--- config.mk ---
export PLATFORM = sky130hd
export DESIGN_NAME = raster_timing_gen
export DESIGN_NICKNAME = d
export VERILOG_FILES = /design/src/rtl/rtg_pkg.sv /design/src/rtl/rtg_pixel_strobe.sv /design/src/rtl/rtg_axis_seq.sv /design/src/rtl/rtg_cfg_regs.sv /design/src/rtl/raster_timing_gen.sv
export SDC_FILE = /design/constraint.sdc
export NUM_CORES = 1
export LEC_CHECK = 0
export CAP_MARGIN = 20
export CORE_MARGIN = 3
export CORE_UTILIZATION = 60
export CTS_CLUSTER_SIZE = 24
export DETAILED_ROUTE_END_ITERATION = 10
export PLACE_DENSITY = 0.86
export SKIP_CTS_REPAIR_TIMING = 1
export SLEW_MARGIN = 20
export SYNTH_ARGS = -nofsm -noshare
export SYNTH_HDL_FRONTEND = slang
export SYNTH_SLANG_ARGS = --single-unit
--- constraint.sdc ---
create_clock -name clk -period 4.3 [get_ports clk]
set_input_delay 0.645 -clock clk [delete_from_list [all_inputs] [get_ports clk]]
set_output_delay 0.645 -clock clk [all_outputs]
set_load 0.01 [all_outputs]
--- src/rtl/rtg_pkg.sv ---
package rtg_pkg;

    localparam int LEN_W = 12;
    localparam int NPH   = 4;

    typedef enum logic [1:0] {
        PH_ACTIVE = 2'd0,
        PH_FRONT  = 2'd1,
        PH_SYNC   = 2'd2,
        PH_BACK   = 2'd3
    } phase_t;

    typedef logic [NPH-1:0][LEN_W-1:0] len_set_t;

    localparam logic [1:0] WA_HORZ = 2'd0;
    localparam logic [1:0] WA_VERT = 2'd1;
    localparam logic [1:0] WA_DIV  = 2'd2;

    // Horizontal descriptor: active width is stored in groups of eight pixels.
    function automatic len_set_t h_lengths(input logic [30:0] w);
        len_set_t l;
        l[PH_ACTIVE] = LEN_W'({w[7:0], 3'b000});
        l[PH_FRONT]  = LEN_W'(w[30:24]);
        l[PH_SYNC]   = LEN_W'(w[23:16]);
        l[PH_BACK]   = LEN_W'(w[15:8]);
        return l;
    endfunction

    function automatic len_set_t v_lengths(input logic [30:0] w);
        len_set_t l;
        l[PH_ACTIVE] = LEN_W'(w[10:0]);
        l[PH_FRONT]  = LEN_W'(w[30:23]);
        l[PH_SYNC]   = LEN_W'(w[22:20]);
        l[PH_BACK]   = LEN_W'(w[19:11]);
        return l;
    endfunction

    // Nearest non-empty phase after p; bit 2 says whether one exists.
    function automatic logic [2:0] next_live(input len_set_t l, input phase_t p);
        logic [2:0] r;
        r = 3'b000;
        for (int i = NPH - 1; i >= 0; i--) begin
            if (i > int'(p) && l[i] != '0) r = {1'b1, 2'(i)};
        end
        return r;
    endfunction

    // First non-empty phase of a period; ACTIVE when everything is empty.
    function automatic phase_t first_live(input len_set_t l);
        phase_t r;
        r = PH_ACTIVE;
        for (int i = NPH - 1; i >= 0; i--) begin
            if (l[i] != '0) r = phase_t'(2'(i));
        end
        return r;
    endfunction

endpackage

--- src/rtl/rtg_pixel_strobe.sv ---
module rtg_pixel_strobe #(
    parameter int DIV_W  = 16,
    parameter int FRAC_W = 8
) (
    input  logic             clk,
    input  logic             rst,
    input  logic             clr,
    input  logic [DIV_W-1:0] div,
    output logic             stb
);
    localparam int SUM_W = DIV_W + 1;
    localparam logic [SUM_W-1:0] UNIT = SUM_W'(1) << FRAC_W;

    logic [DIV_W-1:0] acc_q;
    logic [SUM_W-1:0] sum;
    logic [SUM_W-1:0] div_eff;

    always_comb begin
        div_eff = {1'b0, div};
        if (div_eff < UNIT) div_eff = UNIT;
        sum = {1'b0, acc_q} + UNIT;
        stb = (sum >= div_eff);
    end

    always_ff @(posedge clk) begin
        if (rst || clr) begin
            acc_q <= '0;
        end else if (stb) begin
            acc_q <= DIV_W'(sum - div_eff);
        end else begin
            acc_q <= DIV_W'(sum);
        end
    end

endmodule

--- src/rtl/rtg_axis_seq.sv ---
module rtg_axis_seq
    import rtg_pkg::*;
#(
    parameter int       POS_W   = 12,
    parameter len_set_t RST_LEN = '0
) (
    input  logic             clk,
    input  logic             rst,
    input  logic             step,
    input  len_set_t         cur_len,
    input  len_set_t         nxt_len,
    output phase_t           phase,
    output logic [POS_W-1:0] pos,
    output logic             wrap
);
    localparam phase_t RST_PH = first_live(RST_LEN);

    phase_t           ph_q, ph_d;
    logic [LEN_W-1:0] cnt_q, cnt_d;
    logic [POS_W-1:0] pos_q, pos_d;
    logic [LEN_W-1:0] ph_len;
    logic [2:0]       ahead;
    logic             last;

    // State register.
    always_ff @(posedge clk) begin
        if (rst) begin
            ph_q  <= RST_PH;
            cnt_q <= '0;
            pos_q <= '0;
        end else begin
            ph_q  <= ph_d;
            cnt_q <= cnt_d;
            pos_q <= pos_d;
        end
    end

    // Next state.
    always_comb begin
        unique case (ph_q)
            PH_ACTIVE: ph_len = cur_len[PH_ACTIVE];
            PH_FRONT:  ph_len = cur_len[PH_FRONT];
            PH_SYNC:   ph_len = cur_len[PH_SYNC];
            PH_BACK:   ph_len = cur_len[PH_BACK];
            default:   ph_len = cur_len[PH_ACTIVE];
        endcase
        ahead = next_live(cur_len, ph_q);
        last  = (cnt_q == ph_len - LEN_W'(1));
        wrap  = last && !ahead[2];

        ph_d  = ph_q;
        cnt_d = cnt_q;
        pos_d = pos_q;
        if (step) begin
            if (last) begin
                cnt_d = '0;
                if (ahead[2]) begin
                    ph_d  = phase_t'(ahead[1:0]);
                    pos_d = pos_q + POS_W'(1);
                end else begin
                    ph_d  = first_live(nxt_len);
                    pos_d = '0;
                end
            end else begin
                cnt_d = cnt_q + LEN_W'(1);
                pos_d = pos_q + POS_W'(1);
            end
        end
    end

    assign phase = ph_q;
    assign pos   = pos_q;

endmodule

--- src/rtl/rtg_cfg_regs.sv ---
module rtg_cfg_regs
    import rtg_pkg::*;
#(
    parameter logic [31:0] DEF_H = 32'h8840_0850,
    parameter logic [31:0] DEF_V = 32'h80A2_E990,
    parameter logic [15:0] DEF_D = 16'h0A00
) (
    input  logic        clk,
    input  logic        rst,
    input  logic        wr_en,
    input  logic [1:0]  wr_addr,
    input  logic [31:0] wr_data,
    input  logic        load,
    output logic [31:0] sh_h,
    output logic [31:0] sh_v,
    output logic [31:0] cur_h,
    output logic [31:0] cur_v,
    output logic [15:0] cur_d
);
    logic [15:0] sh_d;

    always_ff @(posedge clk) begin
        if (rst) begin
            sh_h <= DEF_H;
            sh_v <= DEF_V;
            sh_d <= DEF_D;
        end else if (wr_en) begin
            unique case (wr_addr)
                WA_HORZ: sh_h <= wr_data;
                WA_VERT: sh_v <= wr_data;
                WA_DIV:  sh_d <= wr_data[15:0];
                default: ;
            endcase
        end
    end

    always_ff @(posedge clk) begin
        if (rst) begin
            cur_h <= DEF_H;
            cur_v <= DEF_V;
            cur_d <= DEF_D;
        end else if (load) begin
            cur_h <= sh_h;
            cur_v <= sh_v;
            cur_d <= sh_d;
        end
    end

endmodule

--- src/rtl/raster_timing_gen.sv ---
module raster_timing_gen
    import rtg_pkg::*;
#(
    parameter int          POS_W = 12,
    parameter logic [31:0] DEF_H = 32'h8840_0850,
    parameter logic [31:0] DEF_V = 32'h80A2_E990,
    parameter logic [15:0] DEF_D = 16'h0A00
) (
    input  logic             clk,
    input  logic             rst,
    input  logic             wr_en,
    input  logic [1:0]       wr_addr,
    input  logic [31:0]      wr_data,
    output logic             pix_stb,
    output logic             hsync,
    output logic             vsync,
    output logic             active,
    output logic [POS_W-1:0] x,
    output logic [POS_W-1:0] y,
    output logic             line_start,
    output logic             frame_start
);
    localparam len_set_t H_RST = h_lengths(DEF_H[30:0]);
    localparam len_set_t V_RST = v_lengths(DEF_V[30:0]);

    logic [31:0] sh_h, sh_v, cur_h, cur_v;
    logic [15:0] cur_d;
    len_set_t    h_len, v_len, h_nxt, v_nxt;
    phase_t      h_ph, v_ph;
    logic        h_wrap, v_wrap, line_end, frame_end;

    rtg_cfg_regs #(.DEF_H(DEF_H), .DEF_V(DEF_V), .DEF_D(DEF_D)) u_cfg (
        .clk     (clk),
        .rst     (rst),
        .wr_en   (wr_en),
        .wr_addr (wr_addr),
        .wr_data (wr_data),
        .load    (frame_end),
        .sh_h    (sh_h),
        .sh_v    (sh_v),
        .cur_h   (cur_h),
        .cur_v   (cur_v),
        .cur_d   (cur_d)
    );

    rtg_pixel_strobe #(.DIV_W(16), .FRAC_W(8)) u_stb (
        .clk (clk),
        .rst (rst),
        .clr (frame_end),
        .div (cur_d),
        .stb (pix_stb)
    );

    always_comb begin
        h_len = h_lengths(cur_h[30:0]);
        v_len = v_lengths(cur_v[30:0]);
        v_nxt = v_lengths(sh_v[30:0]);
        h_nxt = v_wrap ? h_lengths(sh_h[30:0]) : h_len;
    end

    assign line_end  = pix_stb && h_wrap;
    assign frame_end = line_end && v_wrap;

    rtg_axis_seq #(.POS_W(POS_W), .RST_LEN(H_RST)) u_h (
        .clk     (clk),
        .rst     (rst),
        .step    (pix_stb),
        .cur_len (h_len),
        .nxt_len (h_nxt),
        .phase   (h_ph),
        .pos     (x),
        .wrap    (h_wrap)
    );

    rtg_axis_seq #(.POS_W(POS_W), .RST_LEN(V_RST)) u_v (
        .clk     (clk),
        .rst     (rst),
        .step    (line_end),
        .cur_len (v_len),
        .nxt_len (v_nxt),
        .phase   (v_ph),
        .pos     (y),
        .wrap    (v_wrap)
    );

    // Outputs derived from the two phase machines.
    always_comb begin
        hsync  = (h_ph == PH_SYNC) ^ cur_h[31];
        vsync  = (v_ph == PH_SYNC) ^ cur_v[31];
        active = (h_ph == PH_ACTIVE) && (v_ph == PH_ACTIVE);
    end

    always_ff @(posedge clk) begin
        if (rst) begin
            line_start  <= 1'b0;
            frame_start <= 1'b0;
        end else begin
            line_start  <= line_end;
            frame_start <= frame_end;
        end
    end

endmodule

==> results of run 1 <==
through the flow:
| step | instance area (um2) | worst slack, ns | TNS (ns) | utilization, % |
|---|---|---|---|---|
| final | 13380 | 0.2276 | 0 | 70.84 |
| after global routing | 13380 | 0.02178 | 0 | 70.84 |
| after CTS | 13250 | -0.3964 | -0.3964 | 70.14 |
| after detailed placement | 12480 | 0.1505 | 0 | 66.06 |
| after global placement | 12480 | 0.2929 | 0 | 66.06 |
| after floorplan | 11630 | 0.6091 | 0 | - |
metal layers:
| layer | vias up | GRT usage [%] | routed length, um |
|---|---|---|---|
| met5 | - | 0 | 0 |
| met4 | 0 | 8.832 | 880 |
| met3 | 84 | 4.591 | 2926 |
| met2 | 568 | 46.34 | 15240 |
| met1 | 5413 | 39.23 | 13300 |
| li1 | 5393 | - | - |
Yosys cell counts, drive strengths merged (13+ instances only):
| library cell | instances | area (um2) |
|---|---|---|
| xnor2 | 37 | 324.1 |
| or3 | 16 | 100.1 |
| nand3 | 145 | 730.7 |
| nand2 | 228 | 855.8 |
| nor4 | 28 | 196.4 |
| and2 | 13 | 81.33 |
| a21oi | 185 | 925.9 |
| inv | 38 | 142.6 |
| buf | 19 | 103.9 |
| xor2 | 24 | 210.2 |
| nand4 | 21 | 131.4 |
| ha | 23 | 287.8 |
| nor2 | 77 | 289.0 |
| o21ai | 109 | 553.0 |
| or4 | 14 | 105.1 |
| and3 | 13 | 81.33 |
| clkbuf | 79 | 296.5 |
| o31ai | 14 | 105.1 |
| nor3 | 32 | 165.2 |
| dfxtp | 230 | 4604 |
registers in the layout, summed over array words and instances, names as in the netlist, 16 cells and up:
signal and count:
u_cfg.cur_h 32, u_cfg.cur_v 32, u_cfg.sh_h 32, u_cfg.sh_v 32
u_cfg.cur_d 16, u_cfg.sh_d 16, u_stb.acc_q 16
cells by family after synthesis:
family	Yosys count	share of synthesized area [%]
AND/OR/NAND/NOR	630	26.23
buffers and inverters	137	4.700
flip-flops	230	39.58
adder cells (fa/ha/maj)	24	2.646
XOR/XNOR	61	4.592
AO/OA/AOI/OAI	395	19.86
multiplexers	18	2.388
final timing paths:
kind                    to  depth (start not counted)     startpoint  slack (ns)
max           u_v.cnt_q[7]                         14   u_v.phase[1]        0.23
max reg2reg   u_v.cnt_q[7]                         14   u_v.phase[1]        0.23
min          u_cfg.sh_d[0]                          2  u_cfg.sh_d[0]        0.46
min reg2reg  u_cfg.sh_d[0]                          2  u_cfg.sh_d[0]        0.46
power groups by stage:
stage	clock network, mW	logic, mW	registers [mW]
2_1_floorplan	0	0.763	2.32
4_1_cts	2.04	1.05	2.30
5_1_grt	2.14	1.26	2.31
3_3_place_gp	0	1.02	2.34
6_report	2.04	1.15	2.31
3_5_place_dp	0	1.05	2.35
worst max-delay path: cells and delay by family, from the launching register on:
family | cells | cell delay (ns)
AO/OA/AOI/OAI | 5 | 1.19
AND/OR/NAND/NOR | 3 | 0.72
multiplexers | 1 | 0.64
buffers and inverters | 4 | 0.63
flip-flops | 1 | 0.51
adder cells (fa/ha/maj) | 1 | 0.26
cell type report:
| cell class | count | area [um2] | area share (%) |
|---|---|---|---|
| sequential | 230 | 4606 | 34.41 |
| inverter | 39 | 146.4 | 1.094 |
| multi-input combinational | 1128 | 6575 | 49.13 |
| tap | 260 | 325.3 | 2.431 |
| clock inverter | 8 | 71.32 | 0.5329 |
| clock buffer | 34 | 699.4 | 5.226 |
| timing repair buffer | 101 | 960.9 | 7.180 |
==> run_results.csv, run 1 <==
group,metric,value,unit
die,die_w,145.2,um
timing,whs,0.4591,ns
synth,ys_seq_area_share,39.58,%
worst_hold_path,hold_path_class,"reg2reg",
worst_setup_path,worstPathRequired,4.70,ns
power_and_ir_drop,seq_power_share,42.0,%
synth,syn_nets,1556,
grt,grt_overflow_total,0,
layout,syn_to_final_growth,15.05,%
clock_network,cts-root-buf,"clkbuf_16",
grt,track_usage,28.53,%
synth,yosys_register_bits,230,
grt,grt_antenna_before_repair,0,
synth,yosysUniqueCellTypes,74,
synth,syn-instance-count,1495,
worst_setup_path,critPathKind,"reg2reg",
clock_network,cts_buffers,24,
route,drtPass1Iterations,6,
place,dp_hpwl,21870,um
power_and_ir_drop,switchingPower,1.589,mW
synth,ys.flop_type,"dfxtp_1",
place,gp_congestion,0.9247,
clock_network,cts_tree,"yes",
place,dp.cells,1751,
route,wl_per_cell,17.97,um
power_and_ir_drop,p_leak,4.692,nW
timing,slew_viol_final,0,
power_and_ir_drop,p_comb_share,20.9,%
layout,n_antenna_cell,0,
layout,layout-drive-gt1-share,8.052,%
clock_network,clock-sinks,230,
route,drtAntennaViolNets,0,
timing,rsz0062_at_grt,"no",
timing,maxSlewHeadroom,48.58,%
layout,layout_commonest_cell,"dfxtp_1",
worst_setup_path,crit_path_top_delay_cell,"mux4_2",
layout,fill_cells,1484,
layout,layout_common_cells,"dfxtp_1 (229), nand2_1 (226), a21oi_1 (184)",
worst_setup_path,cp-start-kind,"flop",
synth,synthesis.area,0.01163,mm2
clock_network,path_clk_slew,0.06,ns
route,drc,0,
layout,nNetsFinal,1585,
grt,grt_pass1_wl,51170,um
die,fp.dieArea,0.02110,mm2
grt,grt_max_degree,86,
synth,avgSynthCellArea,7.782,um2
die,start_util,61.58,%
synth,async_flop_share,0,%
outcome,status,"completed",
die,die_height,145.2,um
timing,fmax,245.6,MHz
timing,setup_violations,0,
die,rows,50,
timing,period_minus_slack,4.072,ns
clock_network,cts-htree-levels,1,
clock_network,insertion_delay,0.52,ns
synth,synth_edf_count,0,
power_and_ir_drop,power.density,410.0,mW/mm2
grt,grt_pass1_vias,10460,
route,wl,32350,um
power_and_ir_drop,power,5.488,mW
flow_run,maxCapViolations,0,
timing,hold_viol,0,
route,drt_iter0_drc,1265,
power_and_ir_drop,internal_power,3.899,mW
timing,worst_pin_slew,0.7665,ns
die,core_area,0.01889,mm2
synth,yosysWarnings,0,
power_and_ir_drop,ir_worst_vdd,0.0003308,V
timing,fin_crit_sh,94.71,%
clock_network,clock_path_buffers,3,
power_and_ir_drop,pwr-share-clk,37.1,%
worst_setup_path,cp-end-kind,"flop",
power_and_ir_drop,switching_share,28.96,%
worst_setup_path,worstPathArrival,4.47,ns
die,io_pins,67,
worst_setup_path,slowest_delay,0.64,ns
place,portBuffers,66,
layout,finalNonFillerCells,1800,
timing,fin_skew,0.009876,ns
route,viasPerCell,6.366,
worst_setup_path,cp_cell_sequence,"mux4_2 > inv_1 > ha_1 > inv_1 > a211o_1 > o21bai_1 > o2111a_1 > and4_1 > nand4_1 > buf_4 > or2_2 > o21ai_0 > buf_4 > a21oi_1",
route,vias,11460,
worst_setup_path,path_max_fanout,7,
No activity file was read; power rests on OpenSTA's default activity.
==> run 2: changes to the inputs <==
--- a/config.mk
+++ b/config.mk
@@ -11,4 +11,5 @@
 export CTS_CLUSTER_SIZE = 24
 export DETAILED_ROUTE_END_ITERATION = 10
+export GPL_TIMING_DRIVEN = 0
 export PLACE_DENSITY = 0.86
 export SKIP_CTS_REPAIR_TIMING = 1
==> constraint.sdc (replaced) <==
create_clock -name clk -period 4.3 [get_ports clk]
set_input_delay 0.645 -clock clk [delete_from_list [all_inputs] [get_ports clk]]
set_output_delay 0.645 -clock clk [all_outputs]
set_load 0.1 [all_outputs]
==> run 2 against run 1 <==
Net effect: the flow now finishes with violations (negative setup slack); maximum frequency fell by 6.0%; largest cell class unchanged; clock skew grew 0.0072 ns; largest power group unchanged; via count up 4.9%.
==> run_results.csv, run 2 (same netlist as run 1, synthesis figures left out) <==
group,metric,value,unit
die,rows,50,
layout,finalNonFillerCells,1877,
flow_run,maxCapViolations,0,
outcome,failed_checks,"negative setup slack",
timing,fmax,230.8,MHz
place,dp_hpwl,26090,um
timing,fin_crit_sh,100.7,%
worst_hold_path,holdPathStages,2,
worst_setup_path,ff2ff_setup_slack,0.10,ns
die,fp.dieArea,0.02110,mm2
worst_setup_path,reg2reg_depth,16,
power_and_ir_drop,ir_worst_vdd,0.0005124,V
place,dp.cells,1820,
place,portBuffers,65,
clock_network,clock-sinks,230,
route,drtAntennaViolNets,0,
grt,grt_pass1_vias,11220,
timing,setup_violations,1,
worst_setup_path,cp_cell_sequence,"nor4_4 > nand2_2 > buf_4 > buf_4 > nand2_1 > ha_1 > nand3_1 > nor3_1 > a21boi_0 > o211ai_1 > buf_4 > nor2_4 > inv_2 > buf_4 > buf_6 > buf_8",
outcome,status,"finished, violations left",
power_and_ir_drop,power.density,432.2,mW/mm2
layout,layout_common_cells,"dfxtp_1 (229), nand2_1 (226), a21oi_1 (184)",
route,drtPass1Iterations,6,
worst_setup_path,r2r-end,"u_cfg.cur_d[9]",
worst_setup_path,cp-end-kind,"primary output",
clock_network,cts-root-buf,"clkbuf_16",
grt,grt_max_degree,14,
die,io_pins,67,
worst_setup_path,crit_top_cell,"buf_4",
timing,fin_tns_setup,-0.03210,ns
route,wl,36380,um
layout,regArea,0.004606,mm2
route,viasPerCell,6.406,
die,die_height,145.2,um
die,start_util,61.58,%
route,vias,12020,
grt,grt_antenna_before_repair,0,
layout,fill_cells,1464,
place,gp_congestion,0.9724,
timing,hold_viol,0,
clock_network,path_clk_slew,0.06,ns
layout,layout_commonest_cell,"dfxtp_1",
grt,grt_overflow_total,0,
clock_network,cts-htree-levels,1,
route,drc,0,
worst_setup_path,worstPathArrival,3.69,ns
clock_network,clock_path_buffers,3,
grt,track_usage,32.41,%
worst_setup_path,worstPathRequired,3.65,ns
timing,maxSlewHeadroom,31.19,%
timing,rsz0062_at_grt,"yes",
layout,nNetsFinal,1661,
power_and_ir_drop,p_leak,4.859,nW
layout,layout-drive-gt1-share,8.905,%
die,die_w,145.2,um
die,core_area,0.01889,mm2
timing,period_minus_slack,4.332,ns
layout,multi_input_area,0.006644,mm2
worst_setup_path,slowest_delay,0.35,ns
worst_setup_path,cp-start-kind,"flop",
route,wl_per_cell,19.38,um
worst_setup_path,timing.rr.start,"u_h.phase[1]",
clock_network,insertion_delay,0.54,ns
worst_setup_path,path_max_fanout,10,
worst_setup_path,crit_path_top_delay_cell,"dfxtp_1",
clock_network,cts_buffers,25,
place,pre_cts_ws,-1.739,ns
timing,fin_skew,0.01712,ns
grt,grt_pass1_wl,56990,um
power_and_ir_drop,power,5.961,mW
route,drt_iter0_drc,1304,
clock_network,cts_tree,"yes",
worst_hold_path,holdPathEnd,"u_cfg.sh_d[0]",
worst_hold_path,hold_path_class,"reg2reg",
worst_hold_path,min_from,"u_cfg.sh_d[0]",
worst_setup_path,critPathKind,"reg2out",
layout,n_antenna_cell,0,
timing,worst_pin_slew,1.029,ns
timing,fin_ws,-0.03210,ns
layout,syn_to_final_growth,18.55,%
timing,slew_viol_final,0,
[run 2: cell count changes in the layout (fill, tap and decap cells not counted), sizes merged]
cell          previous run  this run
clkbuf                  34       109
bufinv                   1         4
buf                     36        35
clkinv                   7         8
clkinvlp                 1         0
dlymetal6s2s             1         0
inv                     38        39
[run 2: cell type report]
type / count / area share, %
clock inverter: 12 / 1.352
buffer: 97 / 3.130
tap: 260 / 2.359
timing repair buffer: 79 / 5.516
clock buffer: 32 / 5.017
sequential: 230 / 33.39
inverter: 39 / 1.061
multi-input combinational: 1128 / 48.17
[run 2: critical path, delay by kind of cell (launching register included)]
family / cells / cell delay, ns
flip-flops: 1 / 0.35
AND/OR/NAND/NOR: 6 / 0.93
AO/OA/AOI/OAI: 2 / 0.45
buffers and inverters: 7 / 1.13
adder cells (fa/ha/maj): 1 / 0.27
[run 2: worst max path at each step]
stage                               start       to  slack [ns]  cells after the start
after floorplan           u_cfg.cur_d[11]  pix_stb        0.03                     13
after global placement    u_cfg.cur_d[11]  pix_stb       -1.67                     14
after detailed placement  u_cfg.cur_d[11]  pix_stb       -1.74                     14
after CTS                 u_cfg.cur_d[11]  pix_stb       -2.32                     14
after global routing      u_cfg.cur_d[11]  pix_stb       -0.17                     16
final                     u_cfg.cur_d[11]  pix_stb       -0.03                     16
[run 2: per-layer routing]
metal	global-route usage, %	share of wire, %
met2	50.74	45
met5	0	0
met3	5.278	11
met1	44.30	40
met4	14.43	4.8
[run 2: where the power goes]
group	switching, mW	total (mW)	leakage [nW]	internal (mW)
clock network	0.908	2.29	0.437	1.38
registers	0.0820	2.30	1.86	2.22
logic	0.841	1.37	2.56	0.524
total	1.83	5.96	4.86	4.13
[run 2: stage by stage]
step	util [%]	hold slack [ns]	instance area [um2]
global route	73.00	0.4765	13790
detailed placement	66.74	0.4467	12610
floorplan	-	0.4354	11630
finish	73.00	0.4569	13790
global placement	66.74	0.4432	12610
CTS	71.39	0.4553	13490
